## config.mk

```make
export PLATFORM = sky130hd
export DESIGN_NAME = frac_clk_div
export DESIGN_NICKNAME = d
export VERILOG_FILES = /design/src/rtl/fcd_pkg.sv /design/src/rtl/fcd_cfg_hold.sv /design/src/rtl/fcd_frac_acc.sv /design/src/rtl/fcd_phase_scale.sv /design/src/rtl/fcd_period_gen.sv /design/src/rtl/frac_clk_div.sv
export SDC_FILE = /design/constraint.sdc
export NUM_CORES = 2
export LEC_CHECK = 0
export CORE_UTILIZATION = 50
export DETAILED_ROUTE_END_ITERATION = 8
export DONT_BUFFER_PORTS = 1
export GPL_TIMING_DRIVEN = 0
export PLACE_DENSITY_LB_ADDON = 0.2
export SYNTH_ARGS = -nofsm -noshare
export SYNTH_HDL_FRONTEND = slang
export SYNTH_SLANG_ARGS = --single-unit
```

## constraint.sdc

```tcl
create_clock -name clk_i -period 58.1 [get_ports clk_i]
set_input_delay 11.62 -clock clk_i [delete_from_list [all_inputs] [get_ports clk_i]]
set_output_delay 11.62 -clock clk_i [all_outputs]
set_load 0.01 [all_outputs]
```

## src/rtl/fcd_pkg.sv

```systemverilog
package fcd_pkg;
  localparam int INT_W  = 8;
  localparam int FRAC_W = 30;
  localparam int CNT_W  = INT_W + 1;

  typedef struct packed {
    logic [INT_W-1:0]  n;
    logic [FRAC_W-1:0] f;
    logic [FRAC_W-1:0] d;
  } ratio_t;

  localparam ratio_t RATIO_RST = '{n: INT_W'(2), f: '0, d: FRAC_W'(1)};
endpackage

```

## src/rtl/fcd_cfg_hold.sv

```systemverilog
module fcd_cfg_hold
  import fcd_pkg::*;
(
  input  logic   clk_i,
  input  logic   rst_ni,
  input  logic   load_i,
  input  ratio_t req_i,
  input  logic   bnd_i,
  output ratio_t use_o,
  output logic   restart_o,
  output ratio_t act_o
);
  ratio_t act_q, pend_q;
  logic   pend_v_q;
  logic   load_ok;

  assign load_ok = load_i && (req_i.n >= INT_W'(2)) && (req_i.d != '0) && (req_i.f < req_i.d);

  always_ff @(posedge clk_i or negedge rst_ni) begin
    if (!rst_ni) begin
      act_q    <= RATIO_RST;
      pend_q   <= RATIO_RST;
      pend_v_q <= 1'b0;
    end else begin
      if (load_ok) pend_q <= req_i;
      pend_v_q <= load_ok | (pend_v_q & ~bnd_i);
      if (bnd_i && pend_v_q) act_q <= pend_q;
    end
  end

  // the period that starts at a boundary takes the pending ratio if there is one
  assign use_o     = pend_v_q ? pend_q : act_q;
  assign restart_o = pend_v_q;
  assign act_o     = act_q;

  a_r5_cfg_only_at_bnd: assert property (@(posedge clk_i) disable iff (!rst_ni)
    !bnd_i |=> $stable(act_q));
  a_r6_bad_load_ignored: assert property (@(posedge clk_i) disable iff (!rst_ni)
    (load_i && !load_ok) |=> $stable(pend_q));
endmodule

```

## src/rtl/fcd_frac_acc.sv

```systemverilog
module fcd_frac_acc
  import fcd_pkg::*;
(
  input  logic              clk_i,
  input  logic              rst_ni,
  input  logic              bnd_i,
  input  logic              restart_i,
  input  ratio_t            use_i,
  output logic [CNT_W-1:0]  div_nxt_o,
  output logic [FRAC_W-1:0] res_nxt_o,
  output logic [FRAC_W-1:0] res_q_o
);
  logic [FRAC_W-1:0] acc_q, base;
  logic [FRAC_W:0]   sum, diff;
  logic              carry;

  assign base  = restart_i ? '0 : acc_q;
  assign sum   = {1'b0, base} + {1'b0, use_i.f};
  assign diff  = sum - {1'b0, use_i.d};
  assign carry = (sum >= {1'b0, use_i.d});

  assign res_nxt_o = carry ? diff[FRAC_W-1:0] : sum[FRAC_W-1:0];
  assign div_nxt_o = {1'b0, use_i.n} + {{INT_W{1'b0}}, carry};
  assign res_q_o   = acc_q;

  always_ff @(posedge clk_i or negedge rst_ni) begin
    if (!rst_ni)    acc_q <= '0;
    else if (bnd_i) acc_q <= res_nxt_o;
  end

  a_r1_acc_hold: assert property (@(posedge clk_i) disable iff (!rst_ni)
    !bnd_i |=> $stable(acc_q));
endmodule

```

## src/rtl/fcd_phase_scale.sv

```systemverilog
module fcd_phase_scale
  import fcd_pkg::*;
#(
  parameter int PHASE_W = 16
) (
  input  logic [FRAC_W-1:0]  rem_i,
  input  logic [FRAC_W-1:0]  den_i,
  output logic [PHASE_W-1:0] q_o
);
  // restoring divide of rem*2^PHASE_W by den, rem < den
  logic [FRAC_W:0] r [PHASE_W+1];
  assign r[0] = {1'b0, rem_i};

  for (genvar i = 0; i < PHASE_W; i++) begin : g_stage
    logic [FRAC_W:0] sh;
    logic            take;
    assign sh   = {r[i][FRAC_W-1:0], 1'b0};
    assign take = (sh >= {1'b0, den_i});
    assign r[i+1] = take ? (sh - {1'b0, den_i}) : sh;
    assign q_o[PHASE_W-1-i] = take;
  end
endmodule

```

## src/rtl/fcd_period_gen.sv

```systemverilog
module fcd_period_gen
  import fcd_pkg::*;
(
  input  logic             clk_i,
  input  logic             rst_ni,
  input  logic [CNT_W-1:0] div_nxt_i,
  output logic             bnd_o,
  output logic [CNT_W-1:0] div_o,
  output logic             clk_o
);
  logic [CNT_W-1:0] cnt_q, div_q, cnt_inc, half;
  logic             clk_q;

  assign bnd_o   = (cnt_q == div_q - CNT_W'(1));
  assign cnt_inc = cnt_q + CNT_W'(1);
  assign half    = div_q >> 1;

  always_ff @(posedge clk_i or negedge rst_ni) begin
    if (!rst_ni) begin
      cnt_q <= CNT_W'(1);
      div_q <= CNT_W'(2);
      clk_q <= 1'b0;
    end else if (bnd_o) begin
      cnt_q <= '0;
      div_q <= div_nxt_i;
      clk_q <= 1'b1;
    end else begin
      cnt_q <= cnt_inc;
      clk_q <= (cnt_inc < half);
    end
  end

  assign div_o = div_q;
  assign clk_o = clk_q;

  a_r3_rise_at_start: assert property (@(posedge clk_i) disable iff (!rst_ni)
    bnd_o |=> clk_o);
  a_r3_cnt_in_period: assert property (@(posedge clk_i) disable iff (!rst_ni)
    cnt_q < div_q);
  a_r3_low_at_end: assert property (@(posedge clk_i) disable iff (!rst_ni)
    bnd_o |-> !clk_o);
endmodule

```

## src/rtl/frac_clk_div.sv

```systemverilog
module frac_clk_div
  import fcd_pkg::*;
#(
  parameter int PHASE_W = 16
) (
  input  logic               clk_i,
  input  logic               rst_ni,
  input  logic               load_i,
  input  logic [INT_W-1:0]   int_i,
  input  logic [FRAC_W-1:0]  num_i,
  input  logic [FRAC_W-1:0]  den_i,
  output logic               clk_o,
  output logic [PHASE_W-1:0] phase_err_o
);
  ratio_t             req, use_r, act;
  logic               restart, bnd;
  logic [CNT_W-1:0]   div_nxt, div_cur;
  logic [FRAC_W-1:0]  res_nxt, res_q;
  logic [PHASE_W-1:0] phase_nxt, phase_q;

  assign req = '{n: int_i, f: num_i, d: den_i};

  fcd_cfg_hold u_cfg (
    .clk_i, .rst_ni, .load_i, .req_i(req), .bnd_i(bnd),
    .use_o(use_r), .restart_o(restart), .act_o(act)
  );

  fcd_frac_acc u_acc (
    .clk_i, .rst_ni, .bnd_i(bnd), .restart_i(restart), .use_i(use_r),
    .div_nxt_o(div_nxt), .res_nxt_o(res_nxt), .res_q_o(res_q)
  );

  fcd_phase_scale #(.PHASE_W(PHASE_W)) u_scale (
    .rem_i(res_nxt), .den_i(use_r.d), .q_o(phase_nxt)
  );

  fcd_period_gen u_per (
    .clk_i, .rst_ni, .div_nxt_i(div_nxt), .bnd_o(bnd), .div_o(div_cur), .clk_o
  );

  always_ff @(posedge clk_i or negedge rst_ni) begin
    if (!rst_ni)  phase_q <= '0;
    else if (bnd) phase_q <= phase_nxt;
  end

  assign phase_err_o = phase_q;

  a_r1_div_choice: assert property (@(posedge clk_i) disable iff (!rst_ni)
    (div_cur == {1'b0, act.n}) || (div_cur == {1'b0, act.n} + CNT_W'(1)));
  a_r4_res_below_den: assert property (@(posedge clk_i) disable iff (!rst_ni)
    res_q < act.d);
  a_r4_phase_hold: assert property (@(posedge clk_i) disable iff (!rst_ni)
    !bnd |=> $stable(phase_err_o));
endmodule

```

# Word level (Yosys, flattened, before mapping)
# Cells that the tools add are included.
# word_totals
regBits	202
in_bits	71
output_inout_bits	17
elab_cells	81
# op_classes
n_addsub	20
n_lt_le_gt_ge	20
eq_ne	1
n_mux	20
bitwise_logic	3
reduce_logical	5
# ops
op	n
31-bit by 30-bit greater-or-equal comparator with 1-bit output	17
30-bit two-way mux	17
30-bit subtractor	16
68-bit two-way mux	1
30-bit by 30-bit adder with 31-bit output	1
30-bit < comparator	1
30-bit nonzero test	1
8-bit by 1-bit adder with 9-bit output	1
9-bit by 1-bit adder with 9-bit output (second input constant)	1
9-bit == test	1
9-bit by 8-bit < comparator with 1-bit output	1
9-bit two-way mux	1
9-bit by 1-bit subtractor with 9-bit output (second input constant)	1
8-bit by 2-bit greater-or-equal comparator with 1-bit output (second input constant)	1
1-bit logical AND	4
1-bit AND	1
1-bit two-way mux	1
1-bit inverter	1
1-bit OR	1

# Logic depth before layout (Yosys ltp)
# logic_depth
ltp_word	35
mapped_depth	343
ltp_nobuf	312

# Cells and area by module
# Synthesis repeated with hierarchy kept, for this count alone.
# hier_totals
hier_cells	5063
area_unflattened_um2	41369.7
# modules_own_cells
mod	n_inst	cells_per_inst	area_each_um2	seq_area_each_um2
fcd_phase_scale	1	3772	27515.1	0.0
fcd_cfg_hold	1	482	6693.9	3433.3
fcd_frac_acc	1	659	5273.8	750.7
fcd_period_gen	1	116	1237.4	478.0
frac_clk_div	1	34	649.4	400.4

# Least setup slack after synthesis
# No wires, ideal clock.
# synth_timing
path_kind	reg-to-reg
start	register u_cfg.pend_v_q (netlist: u_cfg.restart_o)
end	register phase_q[0] (netlist: phase_err_o[0])
setup_time_ns	0.129
arrival_time_ns	63.011
t_required_ns	57.971
setup_slack_ns	-5.040
path_stages_with_launch	334
path_buffers	38
period_less_slack_ns	63.140
cell_sequence	dfrtp_1 -> clkbuf_1 -> clkbuf_1 -> clkbuf_1 -> clkbuf_1 -> nor2b_1 -> ha_1 -> inv_1 -> fa_1 -> nand2b_1 -> a21oi_1 -> o211ai_1 -> a21oi_1 -> nor2_1 -> o21ai_0 -> a21boi_0 -> xnor2_1 -> ha_1 -> [298 not listed] -> a21oi_1 -> nor2b_1 -> o21ai_0 -> nand2b_1 -> a21oi_1 -> nor2b_1 -> o21ai_0 -> nand2b_1 -> a21oi_1 -> o21ai_0 -> a21oi_1 -> o21ai_0 -> a21oi_1 -> nor2b_1 -> o21ai_0 -> nand2_1 -> a2111oi_2 -> nor2_1
# synth_via
elab_chain_len	35
word_cells_on_any_way	52
classes_between	add/sub: 17; order compare: 17; mux: 18
# synth_lines
item	line	rtl
from (decl)	fcd_cfg_hold.sv:14	logic pend_v_q;
from (signal assigned)	fcd_cfg_hold.sv:26	pend_v_q <= load_ok | (pend_v_q & ~bnd_i);
30-bit two-way mux or 68-bit two-way mux (tied branches)	fcd_frac_acc.sv:17, fcd_cfg_hold.sv:32	
30-bit by 30-bit adder with 31-bit output	fcd_frac_acc.sv:18	assign sum = {1'b0, base} + {1'b0, use_i.f};
30-bit subtractor or 31-bit by 30-bit greater-or-equal comparator with 1-bit output (tied branches)	fcd_frac_acc.sv:19, fcd_frac_acc.sv:20	
30-bit two-way mux (*)	fcd_frac_acc.sv:22	assign res_nxt_o = carry ? diff[FRAC_W-1:0] : sum[FRAC_W-1:0];
via res_nxt[13]	frac_clk_div.sv:18	logic [FRAC_W-1:0] res_nxt, res_q;
30-bit subtractor or 31-bit by 30-bit greater-or-equal comparator with 1-bit output (tied branches)	fcd_phase_scale.sv:19, fcd_phase_scale.sv:18	
30-bit two-way mux (*)	fcd_phase_scale.sv:19	assign r[i+1] = take ? (sh - {1'b0, den_i}) : sh;
30-bit subtractor or 31-bit by 30-bit greater-or-equal comparator with 1-bit output (tied branches)	fcd_phase_scale.sv:19, fcd_phase_scale.sv:18	
[20 not listed]	n/a	
30-bit two-way mux (*)	fcd_phase_scale.sv:19	
30-bit subtractor or 31-bit by 30-bit greater-or-equal comparator with 1-bit output (tied branches)	fcd_phase_scale.sv:19, fcd_phase_scale.sv:18	
30-bit two-way mux (*)	fcd_phase_scale.sv:19	
30-bit subtractor or 31-bit by 30-bit greater-or-equal comparator with 1-bit output (tied branches)	fcd_phase_scale.sv:19, fcd_phase_scale.sv:18	
30-bit two-way mux (*)	fcd_phase_scale.sv:19	
30-bit subtractor or 31-bit by 30-bit greater-or-equal comparator with 1-bit output (tied branches)	fcd_phase_scale.sv:19, fcd_phase_scale.sv:18	
30-bit two-way mux (*)	fcd_phase_scale.sv:19	
31-bit by 30-bit greater-or-equal comparator with 1-bit output (*)	fcd_phase_scale.sv:18	assign take = (sh >= {1'b0, den_i});
to (signal assigned)	frac_clk_div.sv:43	else if (bnd) phase_q <= phase_nxt;
to (decl)	frac_clk_div.sv:19	logic [PHASE_W-1:0] phase_nxt, phase_q;
# The timed path passes the listed nets; every way through them passes the cells marked *.
# A chain may end at the register's enable or synchronous reset.

# Worst setup path in the final report
# Ends and elaborated chain as after synthesis.

==> metrics.cfg <==
[logic_synthesis]
synth_fp_nets = 5524
synth_edf_count = 0
synthCells = 4885
synth_seq_area_share = 0.128
ys.flop_type = dfrtp_1
ys_top_cells_by_count = 565 x ha_1, 454 x mux2_2, 442 x a21oi_1
synth-async-reset-ratio = 1.00
syn_area_per_cell_um2 = 8.12
synth_top_area_frac = 0.178
synth_area_um2 = 39700
yosysTopAreaCell = ha_1
synth_seq_cells = 202
ys_types = 108
yosys-top-cells-area = ha_1 18%, mux2_2 13%, dfrtp_1 12%, xnor2_1 6.8%, a21oi_1 5.6%
synth.most_common_cell = ha_1
yosysWarningCount = 0

[run_status]
status = finished, violations left
violations = setup timing

[route]
firstDrtPassIters = 6
wire_per_inst_um = 23.4
avgViaCountPerCell = 6.38
wl_mm = 152
antenna_left = 0
drtIter0Drc = 3807
drc_errors = 0
vias = 41578

[cts]
clk_latency_ns = 0.54
tritoncts = yes
clock-sinks = 202
clk_pin_slew_worst_paths_ns = 0.06
cts_hold_buf = 0
ctsRootBufferMaster = clkbuf_16
cts.path.max_buffers = 3
cts_buffers = 23
htreeDepth = 1

[placed_design]
io_buffers = 0
post_dp_cell_area_um2 = 42500
dp_cells = 5955
gp_congestion = 0.968
dp.final_hpwl_mm = 109

[hold_path]
hold_path_class = reg2reg

[die]
die-width_um = 284
die_y_um = 284
pin_count = 88
rows = 102
core_um2 = 78000
die_area_um2 = 80500
initial_utilization = 0.509

[critical_path]
critPathKind = reg2reg
crit_slowest_cell = or3_4
crit_path_frequent_cell = buf_4
worstPathArrival_ns = 59.91
cpPeakStageDelay_ns = 0.46
crit_path_max_fanout = 10
startpoint_type = register
crit_path_end_kind = register
cp_data_required_time_ns = 58.51

[finish]
finalInstanceArea_um2 = 50900
nets = 6101
drive_gt1_frac = 0.305
syn_to_final_growth_pct = 28.3
diodes = 0
fin_util = 0.653
layout.cells.non_filler = 6518
nFillCells = 6259

[global_routing]
antenna_found_initial = 0
grt_use_total = 0.356
gr-total-overflow = 0
grt_pass1_wl_mm = 226
grt_start_max_net_pins = 203
grt_pass1_vias = 39530

[job]
cap_violations = 0

[timing]
hold_viol_final = 0
fin_ws_ns = -1.40
fin_crit_sh = 1.02
setup_violations = 1
rsz0062_at_grt = yes
maxSlewHeadroom = 0.187
final-max-slew-violation-count = 0
final.min_clock_period_ns = 59.50
clock_skew_ns = 0.0240
hold_ws_ns = 0.470
worst-slew-pin-transition_ns = 1.19
fmax_ghz = 0.0168

## per-stage QoR
| stage | setup TNS [ns] | worst slack (ns) |
|---|---|---|
| final | -1.40 | -1.40 |
| after floorplan | 0 | 0.0576 |
| after global routing | -3.03 | -3.03 |
| after CTS | 0 | 0.0416 |
| after global placement | -36.18 | -14.80 |
| after detailed placement | -31.22 | -13.63 |
## state kept, by name, summed over array words and instances, names as in the netlist
register         flops
phase_err_o         16
u_per.cnt_q          9
u_acc.res_q_o       30
u_per.clk_o          1
u_per.div_o          9
u_cfg.pend_q        68
u_cfg.restart_o      1
u_cfg.act_o         68
## metal layers
layer / vias up / part of all wire / global-route usage
li1: 19360 / - / -
met1: 19714 / 0.41 / 0.457
met2: 1995 / 0.45 / 0.580
met3: 509 / 0.080 / 0.0431
met4: 0 / 0.062 / 0.192
met5: - / 0 / 0
## worst paths after layout
kind                       cells past startpoint  slack, ns                             to                           from
setup / recovery                             358      -1.40     phase_err_o[0]$_DFFE_PN0N_      u_cfg.restart_o$_DFF_PN0_
hold / removal                                 2       0.47  u_acc.res_q_o[11]$_DFFE_PN0N_  u_acc.res_q_o[11]$_DFFE_PN0N_
setup reg to reg                             358      -1.40     phase_err_o[0]$_DFFE_PN0N_      u_cfg.restart_o$_DFF_PN0_
hold reg to reg                                2       0.47  u_acc.res_q_o[11]$_DFFE_PN0N_  u_acc.res_q_o[11]$_DFFE_PN0N_
max in group asynchronous                      0      46.85  u_acc.res_q_o[13]$_DFFE_PN0N_                         rst_ni
min in group asynchronous                      0      10.79  u_acc.res_q_o[22]$_DFFE_PN0N_                         rst_ni
## timing repair
action,CTS,global route
pin swaps,312,227
resized for setup,544,185
cloned,3,1
buffers inserted,420,107
setup endpoints to repair,4,2
## cells by family (layout without fill, tap and decap cells)
group | count (synthesis) | in the layout | share of synthesized area
AOI/OAI and AO/OA | 1545 | 1545 | 0.254
xor gates and xnor gates | 437 | 437 | 0.0966
adders and majority gates | 568 | 568 | 0.180
buffers and inverters | 344 | 937 | 0.0345
DFF | 202 | 202 | 0.128
muxes | 545 | 545 | 0.155
and+or+nand+nor | 1244 | 1244 | 0.152
## final cells by class
| cell class | count | area, um2 | share of cell area |
|---|---|---|---|
| well taps | 1040 | 1300 | 0.0256 |
| clock inverters | 10 | 113 | 0.00221 |
| flip-flops and latches | 202 | 5060 | 0.0994 |
| repair buffers | 557 | 4840 | 0.0951 |
| multi-input cells | 4339 | 36900 | 0.725 |
| inverters | 221 | 842 | 0.0165 |
| clock buffers | 31 | 656 | 0.0129 |
| plain buffers | 118 | 1210 | 0.0237 |
## critical path: cells and delay by family, from the launching register on
family	cells	cell delay [ns]
compound gates	139	25.35
xor+xnor	3	0.66
buf+inv	134	16.81
mux	10	2.99
fa+ha+maj	17	4.92
simple gates	55	7.99
flops	1	0.39
## cells in the final DEF (no fill, tap or decap), drive strengths merged, types with 100 or more instances in the layout
cell	netlist	final
buf	54	610
ha	565	565
mux2	489	489
a21oi	444	444
o21ai	343	343
nand2	328	328
nor2	323	323
xnor2	307	307
a21o	277	277
inv	221	222
dfrtp	196	196
xor2	130	130
nor2b	100	100
Power is not shown: default switching activity piles up to over one toggle a cycle in this logic, so the estimate is an artifact.
